File: src/rtl/sync_frame_pkg.sv
package sync_frame_pkg;
  localparam int OCT_W   = 8;
  localparam int GROUPS  = 2;
  localparam int FRAME_W = OCT_W * GROUPS;

  localparam logic [OCT_W-1:0] OCT_K28_5 = 8'hBC;
  localparam logic [OCT_W-1:0] OCT_D5_6  = 8'hC5;
  localparam logic [OCT_W-1:0] OCT_D16_2 = 8'h50;

  typedef enum logic [1:0] {
    FK_DATA      = 2'd0,
    FK_TWO_COMMA = 2'd1,
    FK_FIX_POS   = 2'd2,
    FK_KEEP_NEG  = 2'd3
  } frame_kind_t;

  typedef struct packed {
    logic             is_k;
    logic [OCT_W-1:0] oct;
  } cgroup_t;

  function automatic frame_kind_t pick_kind(input logic req, input logic mode,
                                            input logic rd_p);
    if (!req)      return FK_DATA;
    else if (!mode) return FK_TWO_COMMA;
    else if (rd_p)  return FK_FIX_POS;
    else            return FK_KEEP_NEG;
  endfunction

  function automatic cgroup_t group_for(input frame_kind_t kind, input int idx,
                                        input logic [OCT_W-1:0] data_oct);
    cgroup_t g;
    g = '{is_k: 1'b0, oct: data_oct};
    if (kind != FK_DATA) begin
      if (idx == 0) g = '{is_k: 1'b1, oct: OCT_K28_5};
      else begin
        unique case (kind)
          FK_TWO_COMMA: g = '{is_k: 1'b1, oct: OCT_K28_5};
          FK_FIX_POS:   g = '{is_k: 1'b0, oct: OCT_D5_6};
          default:      g = '{is_k: 1'b0, oct: OCT_D16_2};
        endcase
      end
    end
    return g;
  endfunction
endpackage

File: src/rtl/sfs_decide.sv
module sfs_decide
  import sync_frame_pkg::*;
(
  input  logic        sync_req,
  input  logic        init_mode,
  input  logic        rd_pos,
  output frame_kind_t kind
);
  always_comb kind = pick_kind(sync_req, init_mode, rd_pos);
endmodule

File: src/rtl/sfs_cg_build.sv
module sfs_cg_build
  import sync_frame_pkg::*;
(
  input  frame_kind_t        kind,
  input  logic [FRAME_W-1:0] sample_in,
  output cgroup_t            grp [GROUPS]
);
  for (genvar g = 0; g < GROUPS; g++) begin : g_grp
    localparam int HI = FRAME_W - 1 - g * OCT_W;
    always_comb grp[g] = group_for(kind, g, sample_in[HI -: OCT_W]);
  end
endmodule

File: src/rtl/sync_frame_seq.sv
module sync_frame_seq
  import sync_frame_pkg::*;
(
  input  logic               clk,
  input  logic               rst,
  input  logic               frame_tick,
  input  logic               sync_req,
  input  logic               init_mode,
  input  logic               rd_pos,
  input  logic [FRAME_W-1:0] sample_in,
  output logic [OCT_W-1:0]   cg1_octet,
  output logic               cg1_is_k,
  output logic [OCT_W-1:0]   cg2_octet,
  output logic               cg2_is_k,
  output logic               frame_valid,
  output logic               sync_active
);
  frame_kind_t kind;
  cgroup_t     grp_next [GROUPS];
  cgroup_t     grp_q    [GROUPS];
  logic        take_frame;
  logic        sync_q;
  logic        valid_q;

  assign take_frame = frame_tick;

  sfs_decide u_decide (
    .sync_req (sync_req),
    .init_mode(init_mode),
    .rd_pos   (rd_pos),
    .kind     (kind)
  );

  sfs_cg_build u_build (
    .kind     (kind),
    .sample_in(sample_in),
    .grp      (grp_next)
  );

  for (genvar g = 0; g < GROUPS; g++) begin : g_reg
    always_ff @(posedge clk) begin
      if (rst)             grp_q[g] <= '0;
      else if (take_frame) grp_q[g] <= grp_next[g];
    end
  end

  always_ff @(posedge clk) begin
    if (rst) begin
      sync_q  <= 1'b0;
      valid_q <= 1'b0;
    end else begin
      valid_q <= take_frame;
      if (take_frame) sync_q <= (kind != FK_DATA);
    end
  end

  assign cg1_octet   = grp_q[0].oct;
  assign cg1_is_k    = grp_q[0].is_k;
  assign cg2_octet   = grp_q[1].oct;
  assign cg2_is_k    = grp_q[1].is_k;
  assign frame_valid = valid_q;
  assign sync_active = sync_q;
endmodule

File: config.mk
export PLATFORM = sky130hd
export DESIGN_NAME = sync_frame_seq
export DESIGN_NICKNAME = d
export VERILOG_FILES = /design/src/rtl/sync_frame_pkg.sv /design/src/rtl/sfs_decide.sv /design/src/rtl/sfs_cg_build.sv /design/src/rtl/sync_frame_seq.sv
export SDC_FILE = /design/constraint.sdc
export NUM_CORES = 1
export LEC_CHECK = 0
export CORE_AREA = 4 4 46 48
export DETAILED_ROUTE_END_ITERATION = 12
export DIE_AREA = 0 0 50 52
export DONT_BUFFER_PORTS = 1
export GPL_TIMING_DRIVEN = 0
export PLACE_DENSITY = 0.78
export SYNTH_ARGS = -nofsm -noshare
export SYNTH_HDL_FRONTEND = slang
export SYNTH_SLANG_ARGS = --single-unit
File: constraint.sdc
create_clock -name clk -period 1.89 [get_ports clk]
set_clock_uncertainty 0.15 [all_clocks]
set_input_delay 0.2835 -clock clk [delete_from_list [all_inputs] [get_ports clk]]
set_output_delay 0.2835 -clock clk [all_outputs]
set_load 0.005 [all_outputs]
==> metrics.yaml <==
status: "finished, final reports clean"
hold_viol: 0
worst_slack_ns: 0.267
yosysWarnings: 0
met2_length_um: 768
layout_min_cycle_time_ns: 1.62
postSynthRegisterBits: 20
grt_setup_unrepaired: "no"
min_path_type: "in -> reg"
fmax_mhz: 616
io_buffers: 0
wl_met1_um: 552
fp.dieW_um: 50
power.leakage_uw: 0.000390
clockBufferDepth: 2
worst_pin_slew_ns: 0.749
muxShareOfSynthArea_pct: 1.11
multiInputGateArea_um2: 277
synthAdderAreaFrac_pct: 2.79
yosys.area_share.simple_pct: 20.8
clk_pin_slew_worst_paths_ns: 0.11
pin_count: 42
cp.arrival_ns: 1.72
grt_overflow_total: 0
grt_usage_pct: 11.7
drtAntennaViolNets: 0
layout_common_cells: "18 x edfxtp_1, 8 x nor2_2, 6 x nor2_1, 6 x nand2b_1, 4 x and2_1"
start_kind: "input port"
avgSynthCellArea_um2: 13.4
fin_crit_sh_pct: 85.9
synth-compound-area-share_pct: 6.13
cts_buffers: 3
dp_slack_ns: 0.203
viasPerCell: 5.12
nNetsFinal: 98
start_util_pct: 52.6
synth_nets: 91
netlist_instances: 67
drv_slew: 0
synth_top_family_by_area: "simple AND/OR/NAND/NOR gates"
grt_max_degree: 19
drive_above_1_share_pct: 28.8
detailed_place_hpwl_um: 1120
relSlewSlack_pct: 50.1
fin_setup_tns_ns: 0
die_h_um: 52
worstPathRequired_ns: 1.98
core_area_um2: 1710
synth-seq-area-share_pct: 64.6
diodes: 0
h-tree-depth: 1
grt_pass1_vias: 494
final_common_cell: "edfxtp_1"
antenna_found_initial: 0
vias: 502
critPathKind: "in -> reg"
whs_ns: 0.0296
path_max_fanout: 10
cts.sink_count: 20
firstDrtPassIters: 4
cp-end-kind: "flop"
wl_per_cell_um: 15.2
finish.utilization_pct: 58.7
syn_area_um2: 898
top_layer: "met4"
fill_cells: 144
wl_um: 1490
cts_root_buf: "clkbuf_4"
synth.distinct_cells: 23
area_growth_pct: 11.6
first_iter_violations: 9
drv_cap: 0
gp_congestion: 0.687
ir_drop_mv: 0.464
wl_met3_um: 159
cts_tree: "built"
ctsHoldBuffers: 2
setup_viol: 0
die_area_um2: 2600
clock_latency_ns: 0.29
power.density_nw_per_um2: 946
post_cts_buffers: 0
totalPowerFinal_uw: 948
cts-resized-gates: 0
synthXorXnorAreaFrac_pct: 0
grt_pass1_wl_um: 2190
fp-row-count: 15
drc_errors: 0
seq_area_um2: 581
[per-stage QoR]
step | instance area (um2) | std cells
6_report | 1000 | 98
2_1_floorplan | 898 | 67
4_1_cts | 1000 | 98
3_3_place_gp | 930 | 92
5_1_grt | 1000 | 98
3_5_place_dp | 930 | 92
[cell type report]
| type | count | share of cell area, % |
|---|---|---|
| Buffer | 3 | 3.37 |
| Clock buffer | 3 | 2.25 |
| Clock inverter | 1 | 3.00 |
| Inverter | 2 | 0.749 |
| Multi-Input combinational cell | 42 | 27.6 |
| Sequential cell | 20 | 57.9 |
| Tap cell | 25 | 3.12 |
| Timing Repair Buffer | 2 | 2.00 |
[where the power goes]
group	total, uW	internal, uW	switching, uW
Sequential	539	521	18.0
Clock	340	214	126
Combinational	70.0	31.0	39.0
Total	948	766	183
[layer usage]
layer	vias up	GRT usage, %
met2	32	21.1
met3	2	5.16
met5	-	0
met4	0	5.53
met1	226	11.4
li1	242	-
[Yosys cell counts, drive strengths merged]
| library cell | n | area [um2] |
|---|---|---|
| a311oi | 1 | 15.0 |
| nand2b | 7 | 51.3 |
| ha | 2 | 25.0 |
| edfxtp | 18 | 541 |
| and3b | 1 | 8.76 |
| nand2 | 4 | 17.5 |
| nor3 | 1 | 5.00 |
| or2 | 1 | 6.26 |
| a21oi | 5 | 32.5 |
| nor2 | 14 | 72.6 |
| mux2i | 1 | 10.0 |
| and2 | 4 | 25.0 |
| dfxtp | 2 | 40.0 |
| buf | 3 | 33.8 |
| a211oi | 1 | 7.51 |
| inv | 2 | 7.50 |
[sequential cells by signal (all words and copies together), names as in the netlist]
name and flops:
frame_valid 1, grp_q 18, sync_active 1
[cell families (layout without fill, tap and decap cells)]
| kind of cell | after synthesis | in the layout |
|---|---|---|
| AOI/OAI and AO/OA | 7 | 7 |
| adders and majority gates | 2 | 2 |
| buffers and inverters | 5 | 11 |
| DFF | 20 | 20 |
| muxes | 1 | 1 |
| and+or+nand+nor | 32 | 32 |
[path summary, 6_finish.rpt]
check               start          end  slack (ns)  cells after the start
max              sync_req  sync_active        0.27                      6
min reg2reg   sync_active  sync_active        0.93                      3
min          sample_in[9]  grp_q[0][1]        0.03                      1
max reg2reg   sync_active  sync_active        0.53                      3
[critical path, cell delays in order]
cell           delay, ns
buf_4               0.13
buf_8               0.14
nand2_1             0.08
ha_1                0.26
a211oi_1            0.24
dlygate4sd3_1       0.58
Power figures use the tool's default switching activity.
